## src/rtl/ccd_seq_pkg.sv

```systemverilog
package ccd_seq_pkg;

  typedef enum logic [1:0] {
    OP_RUN  = 2'd0,
    OP_OPEN = 2'd1,
    OP_CLOSE = 2'd2,
    OP_END  = 2'd3
  } seq_op_e;

  typedef struct packed {
    seq_op_e     op;
    logic [7:0]  unit;
    logic [15:0] count;
  } seq_instr_t;

  typedef enum logic [1:0] {
    ENG_IDLE  = 2'd0,
    ENG_FETCH = 2'd1,
    ENG_STEP  = 2'd2
  } eng_state_e;

  localparam logic [2:0] WSEL_STATE = 3'd0;
  localparam logic [2:0] WSEL_HOLD  = 3'd1;
  localparam logic [2:0] WSEL_UNIT  = 3'd2;
  localparam logic [2:0] WSEL_INSTR = 3'd3;
  localparam logic [2:0] WSEL_IDLE  = 3'd4;

endpackage

```

## src/rtl/ccd_seq_mem.sv

```systemverilog
module ccd_seq_mem
  import ccd_seq_pkg::*;
#(
  parameter int STEPS = 32,
  parameter int UNITS = 8,
  parameter int PROG  = 16
) (
  input  logic                     clk,
  input  logic                     rst_n,
  input  logic                     lock,
  input  logic                     wr_en,
  input  logic [2:0]               wr_sel,
  input  logic [7:0]               wr_addr,
  input  logic [63:0]              wr_data,
  input  logic [$clog2(STEPS)-1:0] step_idx,
  output logic [63:0]              step_word,
  output logic [15:0]              step_hold,
  input  logic [$clog2(UNITS)-1:0] unit_idx,
  output logic [$clog2(STEPS)-1:0] unit_first,
  output logic [$clog2(STEPS)-1:0] unit_last,
  input  logic [$clog2(PROG)-1:0]  pc,
  output seq_instr_t               instr,
  output logic [63:0]              idle_word
);

  localparam int SW = $clog2(STEPS);
  localparam int UW = $clog2(UNITS);
  localparam int PW = $clog2(PROG);

  logic [63:0]   state_mem [STEPS];
  logic [15:0]   hold_mem  [STEPS];
  logic [SW-1:0] first_mem [UNITS];
  logic [SW-1:0] last_mem  [UNITS];
  seq_instr_t    prog_mem  [PROG];
  logic [63:0]   idle_q, idle_d;

  logic wr_ok, hit_step, hit_unit, hit_prog;

  always_comb begin
    wr_ok    = wr_en && !lock;
    hit_step = int'(wr_addr) < STEPS;
    hit_unit = int'(wr_addr) < UNITS;
    hit_prog = int'(wr_addr) < PROG;
  end

  always_ff @(posedge clk) begin
    if (wr_ok && hit_step && wr_sel == WSEL_STATE)
      state_mem[wr_addr[SW-1:0]] <= wr_data;
    if (wr_ok && hit_step && wr_sel == WSEL_HOLD)
      hold_mem[wr_addr[SW-1:0]] <= wr_data[15:0];
  end

  always_ff @(posedge clk) begin
    if (wr_ok && hit_unit && wr_sel == WSEL_UNIT) begin
      first_mem[wr_addr[UW-1:0]] <= wr_data[SW-1:0];
      last_mem[wr_addr[UW-1:0]]  <= wr_data[8 +: SW];
    end
  end

  always_ff @(posedge clk) begin
    if (wr_ok && hit_prog && wr_sel == WSEL_INSTR)
      prog_mem[wr_addr[PW-1:0]] <= seq_instr_t'(wr_data[25:0]);
  end

  always_comb begin
    idle_d = idle_q;
    if (wr_ok && wr_sel == WSEL_IDLE) idle_d = wr_data;
  end

  always_ff @(posedge clk or negedge rst_n) begin
    if (!rst_n) idle_q <= '0;
    else        idle_q <= idle_d;
  end

  always_comb begin
    step_word  = state_mem[step_idx];
    step_hold  = hold_mem[step_idx];
    unit_first = first_mem[unit_idx];
    unit_last  = last_mem[unit_idx];
    instr      = prog_mem[pc];
    idle_word  = idle_q;
  end

  // host writes are ignored during a run
  a_r6_idle_locked: assert property (@(posedge clk) disable iff (!rst_n)
    lock |=> $stable(idle_q));

endmodule

```

## src/rtl/ccd_seq_ctrl.sv

```systemverilog
module ccd_seq_ctrl
  import ccd_seq_pkg::*;
#(
  parameter int STEPS  = 32,
  parameter int UNITS  = 8,
  parameter int PROG   = 16,
  parameter int LEVELS = 2
) (
  input  logic                     clk,
  input  logic                     rst_n,
  input  logic                     start,
  input  logic                     abort,
  input  seq_instr_t               instr,
  input  logic [$clog2(STEPS)-1:0] unit_first,
  input  logic [$clog2(STEPS)-1:0] unit_last,
  input  logic [15:0]              step_hold,
  output logic [$clog2(PROG)-1:0]  pc,
  output logic [$clog2(UNITS)-1:0] unit_sel,
  output logic [$clog2(STEPS)-1:0] step_ptr,
  output logic                     busy,
  output logic                     done,
  output logic                     load_step,
  output logic                     load_idle
);

  localparam int SW = $clog2(STEPS);
  localparam int UW = $clog2(UNITS);
  localparam int PW = $clog2(PROG);
  localparam int DW = $clog2(LEVELS + 1);

  eng_state_e    st_q, st_d;
  logic [PW-1:0] pc_q, pc_d;
  logic [DW-1:0] dep_q, dep_d;
  logic [PW-1:0] lpc_q [LEVELS];
  logic [PW-1:0] lpc_d [LEVELS];
  logic [15:0]   lcnt_q [LEVELS];
  logic [15:0]   lcnt_d [LEVELS];
  logic [UW-1:0] unit_q, unit_d;
  logic [SW-1:0] ptr_q, ptr_d;
  logic [15:0]   hold_q, hold_d;
  logic [15:0]   rep_q, rep_d;
  logic          abt_q, abt_d;
  logic          done_q, done_d;

  logic [15:0]   eff_hold, eff_cnt, top_cnt;
  logic [PW-1:0] top_pc, pc_inc;
  logic          unused_unit_bits;

  assign unused_unit_bits = ^instr.unit;

  always_comb begin
    eff_hold = (step_hold == 16'd0) ? 16'd1 : step_hold;
    eff_cnt  = (instr.count == 16'd0) ? 16'd1 : instr.count;
    pc_inc   = pc_q + 1'b1;
    top_cnt  = '0;
    top_pc   = '0;
    for (int l = 0; l < LEVELS; l++) begin
      if (l + 1 == int'(dep_q)) begin
        top_cnt = lcnt_q[l];
        top_pc  = lpc_q[l];
      end
    end
  end

  // next-state logic
  always_comb begin
    st_d   = st_q;
    pc_d   = pc_q;
    dep_d  = dep_q;
    unit_d = unit_q;
    ptr_d  = ptr_q;
    hold_d = hold_q;
    rep_d  = rep_q;
    done_d = done_q;
    abt_d  = abt_q || (abort && st_q != ENG_IDLE);
    for (int l = 0; l < LEVELS; l++) begin
      lpc_d[l]  = lpc_q[l];
      lcnt_d[l] = lcnt_q[l];
    end

    unique case (st_q)
      ENG_IDLE: begin
        abt_d = 1'b0;
        if (start) begin
          st_d   = ENG_FETCH;
          pc_d   = '0;
          dep_d  = '0;
          done_d = 1'b0;
        end
      end
      ENG_FETCH: begin
        if (abt_q || instr.op == OP_END) begin
          st_d   = ENG_IDLE;
          done_d = 1'b1;
        end else begin
          unique case (instr.op)
            OP_RUN: begin
              unit_d = instr.unit[UW-1:0];
              ptr_d  = unit_first;
              hold_d = '0;
              rep_d  = eff_cnt;
              st_d   = ENG_STEP;
            end
            OP_OPEN: begin
              for (int l = 0; l < LEVELS; l++) begin
                if (l == int'(dep_q)) begin
                  lpc_d[l]  = pc_inc;
                  lcnt_d[l] = eff_cnt;
                end
              end
              if (int'(dep_q) < LEVELS) dep_d = dep_q + 1'b1;
              pc_d = pc_inc;
            end
            OP_CLOSE: begin
              if (dep_q != '0 && top_cnt > 16'd1) begin
                for (int l = 0; l < LEVELS; l++) begin
                  if (l + 1 == int'(dep_q)) lcnt_d[l] = lcnt_q[l] - 16'd1;
                end
                pc_d = top_pc;
              end else begin
                if (dep_q != '0) dep_d = dep_q - 1'b1;
                pc_d = pc_inc;
              end
            end
            default: pc_d = pc_inc;
          endcase
        end
      end
      ENG_STEP: begin
        if (hold_q == eff_hold - 16'd1) begin
          hold_d = '0;
          if (ptr_q == unit_last) begin
            if (rep_q > 16'd1 && !abt_q) begin
              rep_d = rep_q - 16'd1;
              ptr_d = unit_first;
            end else begin
              pc_d = pc_inc;
              st_d = ENG_FETCH;
            end
          end else begin
            ptr_d = ptr_q + 1'b1;
          end
        end else begin
          hold_d = hold_q + 16'd1;
        end
      end
      default: st_d = ENG_IDLE;
    endcase
  end

  // state registers
  always_ff @(posedge clk or negedge rst_n) begin
    if (!rst_n) begin
      st_q   <= ENG_IDLE;
      pc_q   <= '0;
      dep_q  <= '0;
      unit_q <= '0;
      ptr_q  <= '0;
      hold_q <= '0;
      rep_q  <= '0;
      abt_q  <= 1'b0;
      done_q <= 1'b0;
    end else begin
      st_q   <= st_d;
      pc_q   <= pc_d;
      dep_q  <= dep_d;
      unit_q <= unit_d;
      ptr_q  <= ptr_d;
      hold_q <= hold_d;
      rep_q  <= rep_d;
      abt_q  <= abt_d;
      done_q <= done_d;
    end
  end

  for (genvar g = 0; g < LEVELS; g++) begin : g_loop_lvl
    always_ff @(posedge clk or negedge rst_n) begin
      if (!rst_n) begin
        lpc_q[g]  <= '0;
        lcnt_q[g] <= '0;
      end else begin
        lpc_q[g]  <= lpc_d[g];
        lcnt_q[g] <= lcnt_d[g];
      end
    end
  end

  always_comb begin
    pc        = pc_q;
    unit_sel  = (st_q == ENG_FETCH) ? instr.unit[UW-1:0] : unit_q;
    step_ptr  = ptr_q;
    busy      = st_q != ENG_IDLE;
    done      = done_q;
    load_step = st_q == ENG_STEP;
    load_idle = st_q == ENG_IDLE;
  end

  // loop nesting never exceeds the supported depth
  a_r4_depth_bound: assert property (@(posedge clk) disable iff (!rst_n)
    int'(dep_q) <= LEVELS);

  // the hold counter never passes the step's hold time
  a_r2_hold_bound: assert property (@(posedge clk) disable iff (!rst_n)
    (st_q == ENG_STEP) |-> (hold_q < eff_hold));

  // done is only shown while stopped
  a_r5_done_stopped: assert property (@(posedge clk) disable iff (!rst_n)
    done |-> !busy);

  // start from idle runs next cycle with done cleared
  a_r9_start_runs: assert property (@(posedge clk) disable iff (!rst_n)
    (start && !busy) |=> (busy && !done));

  // a pending abort stops at the next fetch
  a_r7_abort_stop: assert property (@(posedge clk) disable iff (!rst_n)
    (st_q == ENG_FETCH && abt_q) |=> (!busy && done));

endmodule

```

## src/rtl/ccd_seq_out.sv

```systemverilog
module ccd_seq_out #(
  parameter int ADC_BIT = 0
) (
  input  logic        clk,
  input  logic        rst_n,
  input  logic        load_step,
  input  logic        load_idle,
  input  logic [63:0] step_word,
  input  logic [63:0] idle_word,
  output logic [31:0] clk_out,
  output logic [31:0] ctl_out,
  output logic        adc_conv
);

  localparam int TRIG = 32 + ADC_BIT;

  logic [63:0] out_q, out_d;
  logic        adc_q, adc_d, out_en;

  always_comb begin
    out_en = load_step || load_idle;
    out_d  = load_step ? step_word : idle_word;
    adc_d  = out_en && out_d[TRIG] && !out_q[TRIG];
  end

  always_ff @(posedge clk or negedge rst_n) begin
    if (!rst_n) begin
      out_q <= '0;
      adc_q <= 1'b0;
    end else begin
      if (out_en) out_q <= out_d;
      adc_q <= adc_d;
    end
  end

  assign clk_out  = out_q[31:0];
  assign ctl_out  = out_q[63:32];
  assign adc_conv = adc_q;

  // conversion request lasts exactly one cycle
  a_r8_adc_single: assert property (@(posedge clk) disable iff (!rst_n)
    adc_conv |=> !adc_conv);

  // the request coincides with the trigger bit being high
  a_r8_adc_aligned: assert property (@(posedge clk) disable iff (!rst_n)
    adc_conv |-> ctl_out[ADC_BIT]);

endmodule

```

## src/rtl/ccd_wave_seq.sv

```systemverilog
module ccd_wave_seq
  import ccd_seq_pkg::*;
#(
  parameter int STEPS   = 32,
  parameter int UNITS   = 8,
  parameter int PROG    = 16,
  parameter int LEVELS  = 2,
  parameter int ADC_BIT = 0
) (
  input  logic        clk,
  input  logic        rst_n,
  input  logic        wr_en,
  input  logic [2:0]  wr_sel,
  input  logic [7:0]  wr_addr,
  input  logic [63:0] wr_data,
  input  logic        start,
  input  logic        abort,
  output logic [31:0] clk_out,
  output logic [31:0] ctl_out,
  output logic        adc_conv,
  output logic        busy,
  output logic        done
);

  localparam int SW = $clog2(STEPS);
  localparam int UW = $clog2(UNITS);
  localparam int PW = $clog2(PROG);

  seq_instr_t    instr;
  logic [SW-1:0] unit_first, unit_last, step_ptr;
  logic [UW-1:0] unit_sel;
  logic [PW-1:0] pc;
  logic [63:0]   step_word, idle_word;
  logic [15:0]   step_hold;
  logic          load_step, load_idle, busy_i;

  ccd_seq_mem #(.STEPS(STEPS), .UNITS(UNITS), .PROG(PROG)) u_mem (
    .clk(clk), .rst_n(rst_n), .lock(busy_i),
    .wr_en(wr_en), .wr_sel(wr_sel), .wr_addr(wr_addr), .wr_data(wr_data),
    .step_idx(step_ptr), .step_word(step_word), .step_hold(step_hold),
    .unit_idx(unit_sel), .unit_first(unit_first), .unit_last(unit_last),
    .pc(pc), .instr(instr), .idle_word(idle_word)
  );

  ccd_seq_ctrl #(.STEPS(STEPS), .UNITS(UNITS), .PROG(PROG), .LEVELS(LEVELS)) u_ctrl (
    .clk(clk), .rst_n(rst_n), .start(start), .abort(abort),
    .instr(instr), .unit_first(unit_first), .unit_last(unit_last),
    .step_hold(step_hold), .pc(pc), .unit_sel(unit_sel), .step_ptr(step_ptr),
    .busy(busy_i), .done(done), .load_step(load_step), .load_idle(load_idle)
  );

  ccd_seq_out #(.ADC_BIT(ADC_BIT)) u_out (
    .clk(clk), .rst_n(rst_n), .load_step(load_step), .load_idle(load_idle),
    .step_word(step_word), .idle_word(idle_word),
    .clk_out(clk_out), .ctl_out(ctl_out), .adc_conv(adc_conv)
  );

  assign busy = busy_i;

endmodule

```

## config.mk

```make
export PLATFORM = sky130hd
export DESIGN_NAME = ccd_wave_seq
export DESIGN_NICKNAME = d
export VERILOG_FILES = /design/src/rtl/ccd_seq_pkg.sv /design/src/rtl/ccd_seq_mem.sv /design/src/rtl/ccd_seq_ctrl.sv /design/src/rtl/ccd_seq_out.sv /design/src/rtl/ccd_wave_seq.sv
export SDC_FILE = /design/constraint.sdc
export NUM_CORES = 2
export LEC_CHECK = 0
export ABC_AREA = 1
export ABC_CLOCK_PERIOD_IN_PS = 9510
export BUFFER_PORTS_ARGS = -buffer_cell sky130_fd_sc_hd__buf_4
export CORE_MARGIN = 8
export CORE_UTILIZATION = 65
export DETAILED_ROUTE_END_ITERATION = 8
export MAX_ROUTING_LAYER = met4
export PLACE_DENSITY_LB_ADDON = 0.12
export SYNTH_ARGS = -nofsm -noshare
export SYNTH_HDL_FRONTEND = slang
export SYNTH_HIERARCHICAL = 1
export SYNTH_SLANG_ARGS = --single-unit
export TNS_END_PERCENT = 5
```

## constraint.sdc

```tcl
create_clock -name clk -period 9.51 [get_ports clk]
set_input_delay 0.951 -clock clk [delete_from_list [all_inputs] [get_ports clk]]
set_output_delay 0.951 -clock clk [all_outputs]
set_load 0.005 [all_outputs]
```

# == Yosys cells after proc, flatten, opt, wreduce, memory -nomap -nowiden ==
# Memory sizes are Yosys's and may differ from the RTL's.
# Index checks and enable logic that the tools add are counted.
# classes
n_mux,64
eq_ne,33
magnitude_cmp,6
bitwise_logic,1
addsub,9
reduce_logical,44
# ops
op,n
16-bit 2-to-1 mux,16
64-bit 2-to-1 mux,1
16-bit one-hot mux with 2 select lines,2
32-bit one-hot mux with 2 select lines,1
16-bit by 1-bit subtractor with 16-bit output (second input constant),4
16-bit by 1-bit greater-than comparator with 1-bit output (second input constant),2
16-bit zero test,2
32-bit 2-to-1 mux,1
4-bit 2-to-1 mux,8
5-bit 2-to-1 mux,5
2-bit 2-to-1 mux,11
6-bit AND reduction,3
16-bit by 1-bit adder with 16-bit output (second input constant),1
16-bit == test,1
2-bit inequality test (second input constant),8
1-bit logical AND,14
7-bit AND reduction,2
2-bit by 1-bit inequality test with 1-bit output (second input constant),6
4-bit one-hot mux with 3 select lines,1
1-bit 2-to-1 mux,11
5-bit one-hot mux with 2 select lines,1
5-bit AND reduction,2
2-bit nonzero test,5
3-bit by 2-bit inequality test with 1-bit output (second input constant),3
29 further kinds,46
# word_totals
mem_count,5
reg_bits,219
wordCells,178
out_inout_bits,67
ramBits,3056
in_bits,80
# memory_table
memory,words,word_bits,rd,rd_ports_with_merged_regs,write_ports,line_no,source
u_mem.state_mem,32,64,1,0,1,ccd_seq_mem.sv:30,logic [63:0] state_mem [STEPS];
u_mem.hold_mem,32,16,1,0,1,ccd_seq_mem.sv:31,logic [15:0] hold_mem [STEPS];
u_mem.prog_mem,16,26,1,0,1,ccd_seq_mem.sv:34,seq_instr_t prog_mem [PROG];
u_mem.first_mem,8,5,1,0,1,ccd_seq_mem.sv:32,logic [SW-1:0] first_mem [UNITS];
u_mem.last_mem,8,5,1,0,1,ccd_seq_mem.sv:33,logic [SW-1:0] last_mem [UNITS];

# == Depth between registers and ports, before layout ==
# depth
word_depth,9
mapped_depth,35
depth_no_buf,31

# == Modules after synthesis ==
# Netlist, hierarchy kept.
# by_module_without_submodules
mod,instances,seq_area_each_um2,cells_per_inst,area_per_inst_um2
ccd_seq_mem,1,93369.5,10178,124594.5
ccd_seq_ctrl,1,2252.2,936,6392.4
ccd_seq_out,1,1626.6,353,2969.1

# == Least setup slack after synthesis ==
# Ideal clock, no wire load.
# synth_timing
path_kind,in2reg
startpoint,input wr_addr[6]
endpoint,"memory u_mem.state_mem[16][0], enable pin"
t_arrival_ns,6.089
path_slack_ns,2.855
n_path_buf,1
setup_time_ns,0.565
required_time_ns,8.945
cell_stages,6
path_cell_list,nor3_1 -> nand2_1 -> nor2_1 -> nand2_1 -> clkbuf_1 -> nor3_1
# synth_between
elab_chain_len,5
# synth_rtl
element,line_no,source
from (decl),ccd_wave_seq.sv:14,"input logic [7:0] wr_addr,"
8-bit by 6-bit less-than comparator with 1-bit output,ccd_seq_mem.sv:41,hit_step = int'(wr_addr) < STEPS;
1-bit logical AND (2 in series),ccd_seq_mem.sv:47,if (wr_ok && hit_step && wr_sel == WSEL_STATE)
1-bit 2-to-1 mux,ccd_seq_mem.sv:47,
1-bit 2-to-1 mux (not written as such),ccd_seq_mem.sv:48,state_mem[wr_addr[SW-1:0]] <= wr_data;
to (decl),ccd_seq_mem.sv:30,
# No other way between the ends.

# == Worst setup path after layout ==
# layout_timing
startpoint,register u_ctrl.ptr_q[0] (netlist: u_ctrl/step_ptr[0])
endpoint,register u_ctrl.rep_q[7]
# layout_between
elab_chain_len,7
word_cells_on_any_way,9
cone_classes,1 x add/sub; 4 x eq/ne; 1 x mux; 2 x reduce/logical; 1 x memory
# layout_rtl
element,line_no,source
from (decl),ccd_seq_ctrl.sv:39,"logic [SW-1:0] ptr_q, ptr_d;"
from (signal assigned),ccd_seq_ctrl.sv:168,ptr_q <= ptr_d;
memory 32 x 16 bit (*),n/a,
named net step_hold[7],ccd_wave_seq.sv:34,logic [15:0] step_hold;
16-bit zero test,ccd_seq_ctrl.sv:52,eff_hold = (step_hold == 16'd0) ? 16'd1 : step_hold;
16-bit 2-to-1 mux (*),ccd_seq_ctrl.sv:52,
16-bit by 1-bit subtractor with 16-bit output (*),ccd_seq_ctrl.sv:130,if (hold_q == eff_hold - 16'd1) begin
16-bit == test (*),ccd_seq_ctrl.sv:130,
2-bit inequality test (no line) (*),n/a,
6-bit AND reduction (no line) (*),n/a,
to (signal assigned),ccd_seq_ctrl.sv:170,rep_q <= rep_d;
to (decl),ccd_seq_ctrl.sv:41,"logic [15:0] rep_q, rep_d;"
# Mark *: on every way through the listed nets, which the timed path passes. The rest lies on a longest branch.
# A chain may end at the register's enable or synchronous reset.

==> summary.md <==
| Metric | Value |
|---|---|
| RSZ-0062 raised after global routing | no |
| CP max-delay cell | buf_4 |
| Antenna viol nets, final | 0 |
| GPL Wtd Cong | around 0.88 |
| Initial Utilization | roughly 65% |
| Number of global-route vias before repair | between 80000 and 90000 |
| Hold Fails Final Rpt | 0 |
| Pre-CTS WS | approximately 2.8 ns |
| Mean routed wirelength per cell | between 20 and 30 µm |
| Type of origin of the critical path | flip-flop |
| Post-CTS setup buffer count | 0 |
| Clk Latency, worst-skew pair | a little under 1 ns |
| Core area | ~200000 µm² |
| Outcome | complete, no violations |
| Synthesis-to-layout area growth | 10.23% |
| Die area | 215900 µm² |
| Crit end category | flip-flop |
| Hold Crit Class | primary input to asynchronous set/reset pin |
| CTS Buf Count | 330 |
| Synth Net Count | 11320 |
| Slowest stage delay, CP | 1.00 ns |
| Routed vias | around 90000 |
| Kind of critical path | flip-flop to flip-flop |
| Setup TNS Final | 0 ns |
| TritonCTS clock tree | yes |
| Post-Syn Instances | roughly 11000 |
| Hold-fix buffers, CTS | 0 |
| Max Cap Violations | 0 |
| Period utilization | roughly three quarters |
| Yosys warnings | 6 |
| Die width | about 460 µm |
| # rows | approximately 160 |
| Post-cts gate resize count | 0 |
| Crit Path Max Fanout | about 180 |
| Syn avg cell area | approximately 12 µm² |
| # port buffers | between 100 and 150 |
| Clk buf depth | 4 |
| Drt drc | 0 |
| Vias per inst | about 6.4 |
| TritonRoute pass-1 iters | 8 |
| Root Driver | clkbuf_16 |
| Fraction of layout cells with a size suffix above 1 | 8.153% |
| Power per standard cell area | ~300 nW/µm² |
| Gr usage total | 34.40% |
| Fin area | 144200 µm² |
| Final core occ | between 70% and 80% |
| Clk slew on worst S/H paths | about 0.06 ns |
| Cell mode on critical path | nand2_1 |
| Remaining global-route overflow | 0 |
| Clk sink count | roughly 3200 |
| H-tree levels | 5 |
| Initial DRC Count | 13170 |
| Clk_skew | 0.04494 ns |
| First-pass GRT wire length | 544200 µm |
| Leakage power | 0.05269 µW |
| CP arrival | between 7 and 8 ns |
| Final slew viol count | 0 |
| Largest net degree at the start of global routing | 220 |
| Io pins | approximately 150 |
| Setup-failing EPs final | 0 |
| Achievable Freq | between 0.1 and 0.15 GHz |
| Post-DP HPWL | 184400 µm |
| Area of the mapped netlist | 130800 µm² |
| Fin nets | 11280 |
| Placed cell areas | 133800 µm² |
| Final WS setup | about 2.5 ns |
| Pin slew with the least headroom to its limit | ~1.3 ns |
| DRT Wirelength | about 370000 µm |
| Worst IR Drop VDD | 0.2995 mV |
| Die height | about 460 µm |
| Antenna violations before repair | 17 |
| FF-to-FF setup slack | 2.52 ns |
| Critical Path RT | 10.33 ns |
| Max-slew headroom | 12.95% |
| Clock period minus worst slack | ~7.0 ns |
-- area by class of cell --
type	instances	area [µm²]
well taps	2656	3323
diodes	19	47.55
inverters	315	1216
repair buffers	330	2610
clock inverters	147	1308
clock buffers	433	8996
fillers	13370	55680
multi-input cells	7011	31810
flip-flops and latches	3195	94870
-- worst max-delay path, delay by kind of cell (launching register included) --
kind                       cells  cell delay (ns)
buffers and inverters          3             1.64
xor gates and xnor gates       1             0.27
DFF                            1             0.94
and+or+nand+nor               23             3.39
adders and majority gates      1             0.17
-- power breakdown --
part / leakage [µW] / switching [µW] / internal (µW)
Sequential: 0.0295 / 516 / 15800
Clock: 0.00503 / 5190 / 7260
Combinational: 0.0182 / 9490 / 3770
Total: 0.0527 / 15200 / 26800
-- metal layers --
layer	global-route usage [%]	up-vias	routed length [µm]
li1	-	39320	-
met1	47.29	44070	140600
met2	51.97	5834	169500
met3	6.408	922	43280
met4	13.22	0	15590
met5	-	-	0
-- worst paths after layout --
path	startpoint	to	cells after the start
min in group clk	abort	u_ctrl/abt_q$_DFF_PN0_	3
min	rst_n	u_ctrl/lpc_q[6]$_DFFE_PN0P_	1
max in group asynchronous	rst_n	u_out/out_q[37]$_DFFE_PN0P_	2
max reg2reg	u_ctrl/step_ptr[0]$_DFFE_PN0P_	u_ctrl/rep_q[7]$_DFFE_PN0P_	28
min reg2reg	u_out/out_q[32]$_DFFE_PN0P_	u_out/adc_conv$_DFF_PN0_	1
max	u_ctrl/step_ptr[0]$_DFFE_PN0P_	u_ctrl/rep_q[7]$_DFFE_PN0P_	28
-- stage by stage --
stage	cells	hold slack, ns	total power (µW)
detailed placement	13510	0.4475	29490
global placement	13510	0.4359	29210
CTS	14090	0.1186	41850
global route	14100	0.1303	43870
finish	14110	0.1302	42010
floorplan	11230	0.4452	25410
-- flip-flops by register name, summed over array words and instances (netlist names), 2 cells and up --
| register | cells |
|---|---|
| u_ctrl/dep_q | 2 |
| u_ctrl/hold_q | 16 |
| u_ctrl/lcnt_q | 32 |
| u_ctrl/lpc_q | 8 |
| u_ctrl/pc | 4 |
| u_ctrl/rep_q | 16 |
| u_ctrl/st_q | 2 |
| u_ctrl/step_ptr | 5 |
| u_ctrl/unit_q | 3 |
| u_mem/first_mem | 40 |
| u_mem/hold_mem | 512 |
| u_mem/idle_word | 64 |
| u_mem/last_mem | 40 |
| u_mem/prog_mem | 336 |
| u_mem/state_mem | 2048 |
| u_out/out_q | 64 |
-- cell usage in the layout (no fill, tap or decap), drive strengths merged, types with 84 or more instances in the layout --
master	count
clkinv	112
clkbuf	433
a21oi	125
nand2	3567
o211ai	84
o21ai	212
buf	330
dfrtp	219
edfxtp	2976
nand3	2530
nor2	255
inv	316
Power figures use the tool's default switching activity.
